`src/rtl/rfshCtrTestPkg.sv`:
```
package rfshCtrTestPkg;

  typedef enum logic [1:0] {
    OP_REFRESH = 2'd0,
    OP_WRITE   = 2'd1,
    OP_READ    = 2'd2,
    OP_CTR_RMW = 2'd3
  } cmdOp_e;

  typedef enum logic [2:0] {
    PH_IDLE  = 3'd0,
    PH_INIT  = 3'd1,
    PH_FILL  = 3'd2,
    PH_CNT_A = 3'd3,
    PH_RD_A  = 3'd4,
    PH_CNT_B = 3'd5,
    PH_RD_B  = 3'd6,
    PH_DONE  = 3'd7
  } phase_e;

  typedef struct packed {
    logic   loadStart;
    logic   clearIdx;
    logic   advance;
    logic   compare;
    logic   flipBg;
    phase_e phase;
  } seqCtl_t;

endpackage

```
`src/rtl/rfshCtrTestCtrl.sv`:
```
module rfshCtrTestCtrl
  import rfshCtrTestPkg::*;
(
  input  logic    clk,
  input  logic    rstN,
  input  logic    start,
  input  logic    cmdAck,
  input  logic    lastItem,
  output seqCtl_t ctl,
  output logic    cmdValid,
  output logic    busy,
  output logic    done
);

  phase_e state, stateNxt;
  logic   passTwo, passTwoNxt;

  function automatic phase_e nextPhase(input phase_e ph);
    case (ph)
      PH_INIT:  return PH_FILL;
      PH_FILL:  return PH_CNT_A;
      PH_CNT_A: return PH_RD_A;
      PH_RD_A:  return PH_CNT_B;
      PH_CNT_B: return PH_RD_B;
      default:  return PH_DONE;
    endcase
  endfunction

  always_comb begin
    ctl        = '0;
    ctl.phase  = state;
    stateNxt   = state;
    passTwoNxt = passTwo;
    case (state)
      PH_IDLE, PH_DONE: begin
        if (start) begin
          ctl.loadStart = 1'b1;
          stateNxt      = PH_INIT;
          passTwoNxt    = 1'b0;
        end
      end
      default: begin
        if (cmdAck) begin
          ctl.compare = (state != PH_INIT) && (state != PH_FILL);
          if (lastItem) begin
            ctl.clearIdx = 1'b1;
            if (state == PH_RD_B) begin
              if (passTwo) begin
                stateNxt = PH_DONE;
              end else begin
                ctl.flipBg = 1'b1;
                passTwoNxt = 1'b1;
                stateNxt   = PH_FILL;
              end
            end else begin
              stateNxt = nextPhase(state);
            end
          end else begin
            ctl.advance = 1'b1;
          end
        end
      end
    endcase
  end

  always_ff @(posedge clk or negedge rstN) begin
    if (!rstN) begin
      state   <= PH_IDLE;
      passTwo <= 1'b0;
    end else begin
      state   <= stateNxt;
      passTwo <= passTwoNxt;
    end
  end

  assign cmdValid = (state != PH_IDLE) && (state != PH_DONE);
  assign busy     = cmdValid;
  assign done     = (state == PH_DONE);

endmodule

```
`src/rtl/rfshCtrTestPath.sv`:
```
module rfshCtrTestPath
  import rfshCtrTestPkg::*;
#(
  parameter int ROW_W       = 10,
  parameter int COL_W       = 11,
  parameter int INIT_CYCLES = 8
)(
  input  logic             clk,
  input  logic             rstN,
  input  seqCtl_t          ctl,
  input  logic [COL_W-1:0] testColIn,
  input  logic             rspData,
  output logic             lastItem,
  output logic [1:0]       cmdOp,
  output logic [ROW_W-1:0] cmdRow,
  output logic [COL_W-1:0] cmdCol,
  output logic             cmdData,
  output logic             fail,
  output logic [ROW_W-1:0] failRow,
  output logic [COL_W-1:0] failCol
);

  localparam int INIT_W = (INIT_CYCLES > 1) ? $clog2(INIT_CYCLES) : 1;
  localparam logic [INIT_W-1:0] INIT_LAST = INIT_W'(INIT_CYCLES - 1);

  logic [ROW_W-1:0]  rowIdx;
  logic [COL_W-1:0]  colIdx;
  logic [INIT_W-1:0] initIdx;
  logic [COL_W-1:0]  testCol;
  logic              bg;
  logic              rowLast, colLast, initLast;
  logic              expectBit;
  cmdOp_e            opSel;

  assign rowLast  = &rowIdx;
  assign colLast  = &colIdx;
  assign initLast = (initIdx == INIT_LAST);

  always_comb begin
    case (ctl.phase)
      PH_INIT: lastItem = initLast;
      PH_FILL: lastItem = rowLast && colLast;
      default: lastItem = rowLast;
    endcase
  end

  always_comb begin
    opSel     = OP_REFRESH;
    cmdRow    = '0;
    cmdCol    = '0;
    cmdData   = 1'b0;
    expectBit = bg;
    case (ctl.phase)
      PH_FILL: begin
        opSel   = OP_WRITE;
        cmdRow  = rowIdx;
        cmdCol  = colIdx;
        cmdData = bg;
      end
      PH_CNT_A: begin
        opSel     = OP_CTR_RMW;
        cmdCol    = testCol;
        cmdData   = ~bg;
        expectBit = bg;
      end
      PH_RD_A: begin
        opSel     = OP_READ;
        cmdRow    = rowIdx;
        cmdCol    = testCol;
        expectBit = ~bg;
      end
      PH_CNT_B: begin
        opSel     = OP_CTR_RMW;
        cmdCol    = testCol;
        cmdData   = bg;
        expectBit = ~bg;
      end
      PH_RD_B: begin
        opSel     = OP_READ;
        cmdRow    = rowIdx;
        cmdCol    = testCol;
        expectBit = bg;
      end
      default: ;
    endcase
  end

  assign cmdOp = opSel;

  always_ff @(posedge clk or negedge rstN) begin
    if (!rstN) begin
      rowIdx  <= '0;
      colIdx  <= '0;
      initIdx <= '0;
    end else if (ctl.loadStart || ctl.clearIdx) begin
      rowIdx  <= '0;
      colIdx  <= '0;
      initIdx <= '0;
    end else if (ctl.advance) begin
      case (ctl.phase)
        PH_INIT: initIdx <= initIdx + 1'b1;
        PH_FILL: begin
          colIdx <= colIdx + 1'b1;
          if (colLast) rowIdx <= rowIdx + 1'b1;
        end
        default: rowIdx <= rowIdx + 1'b1;
      endcase
    end
  end

  always_ff @(posedge clk or negedge rstN) begin
    if (!rstN) begin
      testCol <= '0;
      bg      <= 1'b0;
    end else if (ctl.loadStart) begin
      testCol <= testColIn;
      bg      <= 1'b0;
    end else if (ctl.flipBg) begin
      bg <= ~bg;
    end
  end

  always_ff @(posedge clk or negedge rstN) begin
    if (!rstN) begin
      fail    <= 1'b0;
      failRow <= '0;
      failCol <= '0;
    end else if (ctl.loadStart) begin
      fail    <= 1'b0;
      failRow <= '0;
      failCol <= '0;
    end else if (ctl.compare && (rspData != expectBit) && !fail) begin
      fail    <= 1'b1;
      failRow <= rowIdx;
      failCol <= testCol;
    end
  end

endmodule

```
`src/rtl/rfshCtrTest.sv`:
```
module rfshCtrTest
  import rfshCtrTestPkg::*;
#(
  parameter int ROW_W       = 10,
  parameter int COL_W       = 11,
  parameter int INIT_CYCLES = 8
)(
  input  logic             clk,
  input  logic             rstN,
  input  logic             start,
  input  logic [COL_W-1:0] testColIn,
  output logic             cmdValid,
  output logic [1:0]       cmdOp,
  output logic [ROW_W-1:0] cmdRow,
  output logic [COL_W-1:0] cmdCol,
  output logic             cmdData,
  input  logic             cmdAck,
  input  logic             rspData,
  output logic             busy,
  output logic             done,
  output logic             fail,
  output logic [ROW_W-1:0] failRow,
  output logic [COL_W-1:0] failCol
);

  seqCtl_t ctl;
  logic    lastItem;

  rfshCtrTestCtrl ctrl (
    .clk      (clk),
    .rstN     (rstN),
    .start    (start),
    .cmdAck   (cmdAck),
    .lastItem (lastItem),
    .ctl      (ctl),
    .cmdValid (cmdValid),
    .busy     (busy),
    .done     (done)
  );

  rfshCtrTestPath #(
    .ROW_W       (ROW_W),
    .COL_W       (COL_W),
    .INIT_CYCLES (INIT_CYCLES)
  ) path (
    .clk       (clk),
    .rstN      (rstN),
    .ctl       (ctl),
    .testColIn (testColIn),
    .rspData   (rspData),
    .lastItem  (lastItem),
    .cmdOp     (cmdOp),
    .cmdRow    (cmdRow),
    .cmdCol    (cmdCol),
    .cmdData   (cmdData),
    .fail      (fail),
    .failRow   (failRow),
    .failCol   (failCol)
  );

endmodule

```
`config.mk`:
```
export PLATFORM = sky130hd
export DESIGN_NAME = rfshCtrTest
export DESIGN_NICKNAME = d
export VERILOG_FILES = /design/src/rtl/rfshCtrTestPkg.sv /design/src/rtl/rfshCtrTestCtrl.sv /design/src/rtl/rfshCtrTestPath.sv /design/src/rtl/rfshCtrTest.sv
export SDC_FILE = /design/constraint.sdc
export NUM_CORES = 1
export LEC_CHECK = 0
export ABC_CLOCK_PERIOD_IN_PS = 4400
export CORE_MARGIN = 3
export CORE_UTILIZATION = 53
export DETAILED_ROUTE_END_ITERATION = 12
export GPL_TIMING_DRIVEN = 0
export PLACE_DENSITY = 0.78
export SLEW_MARGIN = 20
export SYNTH_ARGS = -nofsm -noshare
export SYNTH_HDL_FRONTEND = slang
export SYNTH_HIERARCHICAL = 1
export SYNTH_SLANG_ARGS = --single-unit
```
`constraint.sdc`:
```
create_clock -name clk -period 4.4 [get_ports clk]
set_input_delay 1.1 -clock clk [delete_from_list [all_inputs] [get_ports clk]]
set_output_delay 1.1 -clock clk [all_outputs]
set_load 0.1 [all_outputs]
```
==> results of run 1 <==
-- cell usage after synthesis, drive strengths merged, types with 10 or more instances --
cell type / instances
nand4b: 10
buf: 10
dfrtp: 62
a22o: 11
a21oi: 24
nand2b: 24
nor2: 21
clkbuf: 20
o31ai: 18
mux2i: 14
and2: 12
nand2: 36
xnor2: 11
-- routing by layer --
layer  vias to the layer above  share of wire [%]
li1                       1447                  -
met1                      1466                 45
met2                        94                 49
met3                        11                5.0
met4                         0                1.3
met5                         -                  0
-- worst max-delay path: cells and delay by family, from the launching register on --
kind	cells	cell delay [ps]
buffers and inverters	3	1710
AND/OR/NAND/NOR	2	330
flip-flops	1	460
AO/OA/AOI/OAI	1	230
-- metrics by stage --
| step | cells | area, µm² | utilization [%] | hold slack (ps) | setup WS (ps) |
|---|---|---|---|---|---|
| 5_1_grt | 514 | 4400 | 71.7 | 547 | 37.5 |
| 4_1_cts | 514 | 4400 | 71.7 | 523 | 200 |
| 6_report | 514 | 4400 | 71.7 | 527 | 211 |
| 3_3_place_gp | 499 | 4220 | 68.9 | 508 | 199 |
| 3_5_place_dp | 500 | 4240 | 69.2 | 506 | 587 |
| 2_1_floorplan | 360 | 3490 | - | 472 | 304 |
-- registers in the layout, summed over array words and instances, names as in the netlist --
register and flops:
path/colIdx 11, path/failCol 11, path/testCol 11, path/failRow 10
path/rowIdx 10, ctrl/state 3, path/initIdx 3, ctrl/passTwo 1
path/bg 1, path/fail 1
-- final timing paths --
kind	slack (ps)	end	startpoint
max reg2reg	800	path/colIdx[9]	ctrl/state[2]
min	530	path/testCol[2]	path/testCol[2]
max in group asynchronous	3210	path/failRow[1]	rstN
min reg2reg	530	path/testCol[2]	path/testCol[2]
min in group asynchronous	680	ctrl/passTwo	rstN
max	210	cmdCol[1]	ctrl/state[2]
-- area by class of cell --
cell class,instances,area [µm²]
Sequential cell,62,1550
Buffer,30,148
Inverter,6,22.5
Clock buffer,12,145
Multi-Input combinational cell,262,1770
Tap cell,75,93.8
Clock inverter,2,10.0
Fill cell,452,1740
Timing Repair Buffer,65,658
-- where the power goes --
group | total, µW | leakage, µW | internal, µW | switching, µW
Sequential | 871 | 0.000804 | 716 | 155
Combinational | 1990 | 0.00103 | 517 | 1470
Clock | 419 | 0.0000821 | 212 | 208
-- kinds of logic (layout without fill, tap and decap cells) --
| logic type | Yosys count | in the layout | synth area share, % |
|---|---|---|---|
| DFF | 62 | 62 | 44.5 |
| muxes | 15 | 15 | 4.45 |
| AOI/OAI and AO/OA | 77 | 77 | 15.4 |
| xor gates and xnor gates | 18 | 18 | 4.52 |
| and+or+nand+nor | 147 | 147 | 24.5 |
| adders and majority gates | 5 | 5 | 1.79 |
| buffers and inverters | 36 | 115 | 4.88 |
==> flow_metrics.tcl, run 1 <==
set metrics [dict create \
    fmax_ghz 0.239 \
    p_leak_uw 0.00191 \
    grtUsageMet2_pct 37.8 \
    drtIter0Drc 150 \
    synth_edf_count 0 \
    portBuffers 64 \
    ys_types 52 \
    hold_buffers 0 \
    relSlewSlack_pct 33.1 \
    grt_pass1_wl_mm 14.1 \
    cts.sinks 62 \
    die_h_um 87.1 \
    grt_use_met3_pct 6.81 \
    finalHoldViolCount 0 \
    grt_pass1_vias 2863 \
    ctsResizeCount 0 \
    synth_flop_cell "dfrtp_1" \
    die_w_um 87.1 \
    path_cells "buf_2 > nand2b_1 > nor2_1 > clkbuf_1 > a22o_1 > clkdlybuf4s50_1" \
    yosys.area.top_type "dfrtp_1" \
    p_total_uw 3280 \
    post_cts_buffers 0 \
    antenna_left 0 \
    cts_buffer_depth 2 \
    use_met1_pct 32.3 \
    syn_nets 381 \
    grt_max_degree 35 \
    ys_warn_count 6 \
    finalSetupViolCount 0 \
    critical_path_class "flop to primary output" \
    cts_tree "built" \
    end_kind "primary output" \
    insertedDiodeCount 0 \
    crit_arrival_ps 3090 \
    avgSynthCellArea_um2 9.69 \
    ys_ff_latch 62 \
    viasPerCell 5.87 \
    std_cell_rows 28 \
    totalWireLength_mm 8.55 \
    num-nets-final 457 \
    rsz0062_at_grt "no" \
    timing.final.crit_share_pct 95.2 \
    numCtsBuffers 9 \
    slew_viol_final 0 \
    cp_max_fo 10 \
    fin_worst_skew_ps 5.48 \
    worstPathRequired_ps 3300 \
    post-synth-top-area-fraction_pct 44.5 \
    core_um2 6130 \
    crit_path_start_kind "flop" \
    num_vias 3018 \
    whs_path_depth 2 \
    finalCriticalPeriod_ps 4190 \
    htreeDepth 3 \
    grt_use_total_pct 24.0 \
    start_util_pct 56.9 \
    place.gp.congestion 0.829 \
    worst_pin_slew_ps 1000 \
    layout_commonest_cell "clkdlybuf4s50_1" \
    synth_area_leaders "dfrtp_1 (44%), nand2b_1 (4.3%), mux2i_1 (4.0%)" \
    synth-seq-area-share_pct 44.5 \
    drc_errors 0 \
    cts_root_buf "clkbuf_8" \
    syn-cell-area_um2 3490 \
    r2r_cells 12 \
    boundaryPins 65 \
    grt_most_used_layer "met2" \
    ir_drop_mv 0.792 \
    clk_latency_ps 340 \
    wl_per_cell_um 16.6 \
    max-cap-violations 0 \
    async_flop_share_pct 100 \
    clkTransAtPathRegs_ps 60 \
    power.density_nw_per_um2 746 \
    critPathMaxStageDelay_ps 1140 \
    synthToLayoutAreaGrowth_pct 26.0 \
    antenna_found_initial 0 \
    final_cell_mix "clkdlybuf4s50_1 (63), dfrtp_1 (62), nand2_1 (36)" \
    die-area_um2 7590 \
    setup-tns-final_ps 0 \
    status "completed" \
    hold_path_class "flop to flop" \
    firstDrtPassIters 5 \
    overflow 0 \
    hpwl_mm 6.13 \
    cp_slowest_cell "clkdlybuf4s50_1" \
    syn-instance-count 360 \
    drive_gt1_share_pct 7.74 \
]
No activity file was read; power rests on OpenSTA's default activity.
==> run 2: changes to the inputs <==
CAP_MARGIN = 20   (was not set)
REMOVE_ABC_BUFFERS = 1   (was not set)
==> run 2 against run 1 <==
Clock power rose by 37%; fmax fell by 0.96%; clock skew rose by 4.4 ps; combinational power fell by 7%; worst hold slack got worse by 16 ps; critical path type unchanged; largest cell class unchanged.
==> flow_metrics.tcl, run 2 (synthesized netlist as in run 1, its figures left out) <==
set metrics [dict create \
    r2r_cells 8 \
    firstDrtPassIters 4 \
    path_cells "nand2b_1 > nor2_1 > a22o_1 > clkdlybuf4s15_1" \
    hpwl_mm 5.14 \
    top_regs "path/colIdx (11), path/failCol (11), path/testCol (11)" \
    htreeDepth 3 \
    critPathMaxStageDelay_ps 830 \
    grt_use_total_pct 22.0 \
    cp_max_fo 23 \
    drtIter0Drc 192 \
    numCtsBuffers 9 \
    grt_max_degree 47 \
    grtUsageMet2_pct 34.2 \
    grt_pass1_wl_mm 13.3 \
    portBuffers 64 \
    die_w_um 87.1 \
    status "completed" \
    worstPathRequired_ps 3300 \
    cts_buffer_depth 2 \
    fin_hold_ws_ps 511 \
    final_core_util_pct 71.7 \
    cts.sinks 62 \
    grt_most_used_layer "met2" \
    num_vias 2865 \
    die_h_um 87.1 \
    hold_path_class "flop to flop" \
    cts_root_buf "clkbuf_8" \
    timing.final.crit_share_pct 96.1 \
    max-cap-violations 0 \
    totalWireLength_mm 7.70 \
    viasPerCell 5.88 \
    whs_path_depth 2 \
    layout_commonest_cell "dfrtp_1" \
    rsz0062_at_grt "no" \
    hold_buffers 0 \
    multi_input_area_um2 1810 \
    clk_latency_ps 330 \
    antenna_found_initial 0 \
    num-nets-final 428 \
    r2r_setup_slack_ps 440 \
    power.density_nw_per_um2 762 \
    p_leak_uw 0.00195 \
    finalSetupViolCount 0 \
    core_um2 6130 \
    use_met1_pct 31.6 \
    worst_pin_slew_ps 978 \
    final_cell_mix "dfrtp_1 (62), clkdlybuf4s50_1 (50), nand2_1 (36)" \
    cts_tree "built" \
    fmax_ghz 0.236 \
    relSlewSlack_pct 34.6 \
    finalHoldViolCount 0 \
    overflow 0 \
    r2r_end "path/rowIdx[5]" \
    nFillCells 465 \
    regToRegStartpoint "ctrl/state[1]" \
    boundaryPins 65 \
    crit_arrival_ps 3130 \
    seq_area_um2 1550 \
    antenna_left 0 \
    crit_path_start_kind "flop" \
    clkTransAtPathRegs_ps 70 \
    drive_gt1_share_pct 8.74 \
    finalCriticalPeriod_ps 4230 \
    slew_viol_final 0 \
    place.gp.congestion 0.852 \
    hold_start "path/testCol[2]" \
    grt_use_met3_pct 4.45 \
    start_util_pct 56.9 \
    insertedDiodeCount 0 \
    min_to "path/testCol[2]" \
    cp_slowest_cell "clkdlybuf4s15_1" \
    drc_errors 0 \
    fin_worst_skew_ps 9.87 \
    grt_pass1_vias 2808 \
    end_kind "primary output" \
    die-area_um2 7590 \
    std_cell_rows 28 \
    wl_per_cell_um 15.8 \
    synthToLayoutAreaGrowth_pct 26.0 \
    ir_drop_mv 0.652 \
    critical_path_class "flop to primary output" \
]
-- run 2: cell count changes in the layout (fill, tap and decap cells not counted), moves of 2 or more --
cell             before  now
buf_16                0    2
buf_2                 4    0
buf_4                 5    1
buf_6                 2    0
bufinv_16             0    2
clkbuf_1             22    0
clkbuf_2              0    3
clkdlybuf4s15_1       0    6
clkdlybuf4s50_1      63   50
dlygate4sd2_1         0    2
dlymetal6s2s_1        0    2
-- run 2: repair_timing --
action / CTS / global route
pin swaps: 0 / 0
gates resized for setup: 14 / 15
setup buffers: 0 / 0
setup endpoints to repair: 16 / 13
-- run 2: worst max path at each step --
stage	startpoint	endpoint	slack, ps	depth (start not counted)
2_1_floorplan	ctrl/state[2]	path/colIdx[9]	-2020	7
3_3_place_gp	start	path/colIdx[9]	-420	7
3_5_place_dp	ctrl/state[1]	path/colIdx[9]	7	9
4_1_cts	ctrl/state[0]	cmdOp[1]	130	3
5_1_grt	ctrl/state[2]	cmdRow[8]	5	4
6_report	ctrl/state[2]	cmdCol[10]	170	4
-- run 2: report_power, final --
group / leakage, µW / internal (µW) / switching (µW)
sequential: 0.000804 / 714 / 201
clock: 0.000116 / 350 / 223
combinational: 0.00103 / 460 / 1400
-- run 2: per-layer routing --
layer	wire length, µm	share of wire [%]
met4	69	0.90
met2	3610	47
met1	3620	47
met5	0	0
met3	412	5.3
-- run 2: final cells by class --
cell class	count	area share, %
multi-input cells	262	41.3
flip-flops and latches	62	35.3
repair buffers	66	15.5
clock buffers	11	3.44
well taps	75	2.13
clock inverters	5	1.85
inverters	6	0.512
-- run 2: critical path: cells and delay by family, from the launching register on --
kind | cells | cell delay, ps
simple gates | 2 | 990
buf+inv | 1 | 830
flops | 1 | 690
compound gates | 1 | 280
-- run 2: metrics by stage --
stage	total power (µW)	instances	worst slack (ps)	cell area [µm²]	setup TNS, ps
finish	3350	487	170	4400	0
global route	3510	487	4.58	4400	0
CTS	3360	487	133	4380	0
detailed placement	2800	471	7.22	4140	0
global placement	2750	469	-416	4080	-3170
floorplan	2340	330	-2020	3340	-86060
==> run 3: changes to the inputs <==
SKIP_CTS_REPAIR_TIMING = 1   (was not set)
==> run 3 against run 2 <==
Worst hold slack got worse by 1.6 ps; first-iteration DRC count decreased by 10%; combinational power about the same; critical endpoint is now cmdOp[1]; largest cell class unchanged.
==> flow_metrics.tcl, run 3 (synthesized netlist as in run 1, its figures left out) <==
set metrics [dict create \
    die-area_um2 7590 \
    overflow 0 \
    portBuffers 64 \
    ir_drop_mv 0.666 \
    end_kind "primary output" \
    cp_max_fo 21 \
    fin_worst_skew_ps 11.8 \
    htreeDepth 3 \
    cts_tree "built" \
    timing.final.crit_share_pct 96.7 \
    max-cap-violations 0 \
    drive_gt1_share_pct 8.01 \
    worstPathRequired_ps 3300 \
    power.density_nw_per_um2 762 \
    grt_use_total_pct 22.0 \
    power_switching_uw 1830 \
    antenna_found_initial 0 \
    drtIter0Drc 172 \
    die_w_um 87.1 \
    place.gp.congestion 0.852 \
    antenna_left 0 \
    clk_latency_ps 330 \
    finalCriticalPeriod_ps 4260 \
    grt_most_used_layer "met2" \
    status "completed" \
    firstDrtPassIters 5 \
    fmax_ghz 0.235 \
    finalHoldViolCount 0 \
    totalWireLength_mm 7.72 \
    finalSetupViolCount 0 \
    switching_share_pct 54.0 \
    cts.sinks 62 \
    cts_root_buf "clkbuf_8" \
    insertedDiodeCount 0 \
    grt_max_degree 47 \
    clkTransAtPathRegs_ps 70 \
    power_frac_comb_pct 55.9 \
    die_h_um 87.1 \
    start_util_pct 56.9 \
    use_met1_pct 31.4 \
    critical_path_class "flop to primary output" \
    synthToLayoutAreaGrowth_pct 27.2 \
    setup-tns-final_ps 0 \
    p_leak_uw 0.00207 \
    intPower_uw 1550 \
    core_um2 6130 \
    viasPerCell 5.87 \
    final_cell_mix "dfrtp_1 (62), clkdlybuf4s50_1 (52), nand2_1 (36)" \
    hpwl_mm 5.14 \
    crit_arrival_ps 3160 \
    placed_area_um2 4140 \
    final_cell_count_no_fill 487 \
    seq_area_um2 1550 \
    grtUsageMet2_pct 34.2 \
    layout_commonest_cell "dfrtp_1" \
    boundaryPins 65 \
    num-nets-final 428 \
    crit_path_start_kind "flop" \
    worst_pin_slew_ps 980 \
    cts_buffer_depth 2 \
    drc_errors 0 \
    std_cell_rows 28 \
    clkPwrFrac_pct 17.0 \
    num_vias 2861 \
    multi_input_area_um2 1810 \
    relSlewSlack_pct 34.5 \
    wl_per_cell_um 15.9 \
    grt_use_met3_pct 4.54 \
    numCtsBuffers 9 \
    slew_viol_final 0 \
    power.share.sequential_pct 27.1 \
    placedCellCount 471 \
    top_regs "path/colIdx (11), path/failCol (11), path/testCol (11)" \
    grt_pass1_wl_mm 13.3 \
    hold_path_class "flop to flop" \
    grt_pass1_vias 2807 \
    final_area_um2 4440 \
    nFillCells 454 \
]
[run 3: changes by cell type in the layout (fill, tap and decap cells not counted), sizes merged]
| cell | before | now |
|---|---|---|
| clkdlybuf4s15 | 6 | 0 |
| clkdlybuf4s50 | 50 | 52 |
| dlymetal6s2s | 2 | 11 |
| clkbuf | 14 | 11 |
| dlygate4sd2 | 2 | 0 |
[run 3: per-stage QoR]
stage	hold slack (ps)	power, µW	utilization [%]	setup slack [ps]
floorplan	472	2340	-	-2020
global placement	489	2750	66.5	-416
detailed placement	497	2800	67.6	7.22
CTS	516	3380	71.3	-256
global route	551	3540	72.3	-13.5
finish	509	3380	72.3	144
[run 3: cell type report]
type                       count  share of cell area (%)
multi-input combinational    262                    40.9
sequential                    62                    35.0
timing repair buffer          66                    16.2
clock buffer                  11                    3.41
tap                           75                    2.12
clock inverter                 5                    1.83
inverter                       6                   0.508
[run 3: worst paths after layout]
check	startpoint	endpoint	depth (start not counted)	slack (ps)
max	ctrl/state[0]	cmdOp[1]	3	140
min	path/testCol[2]	path/testCol[2]	2	510
max reg2reg	ctrl/state[1]	path/rowIdx[5]	8	440
min reg2reg	path/testCol[2]	path/testCol[2]	2	510
max in group asynchronous	rstN	path/colIdx[0]	2	3270
min in group asynchronous	rstN	path/failRow[5]	1	630
[run 3: power by group through the flow]
stage / clock (µW) / combinational (µW) / sequential (µW)
2_1_floorplan: 0 / 1120 / 1220
3_3_place_gp: 0 / 1840 / 911
3_5_place_dp: 0 / 1880 / 919
4_1_cts: 584 / 1890 / 911
5_1_grt: 612 / 1980 / 944
6_report: 575 / 1890 / 916
[run 3: worst max-delay path, stage by stage (launching register included)]
cell	delay, ps
dfrtp_1	820
nand2_1	190
xnor2_2	550
clkdlybuf4s50_1	1250
[run 3: per-layer routing]
metal,part of all wire [%],vias up,wire [µm]
met1,48,1386,3670
met5,0,-,0
met2,47,80,3630
met3,4.5,7,350
li1,-,1388,-
met4,0.91,0,70
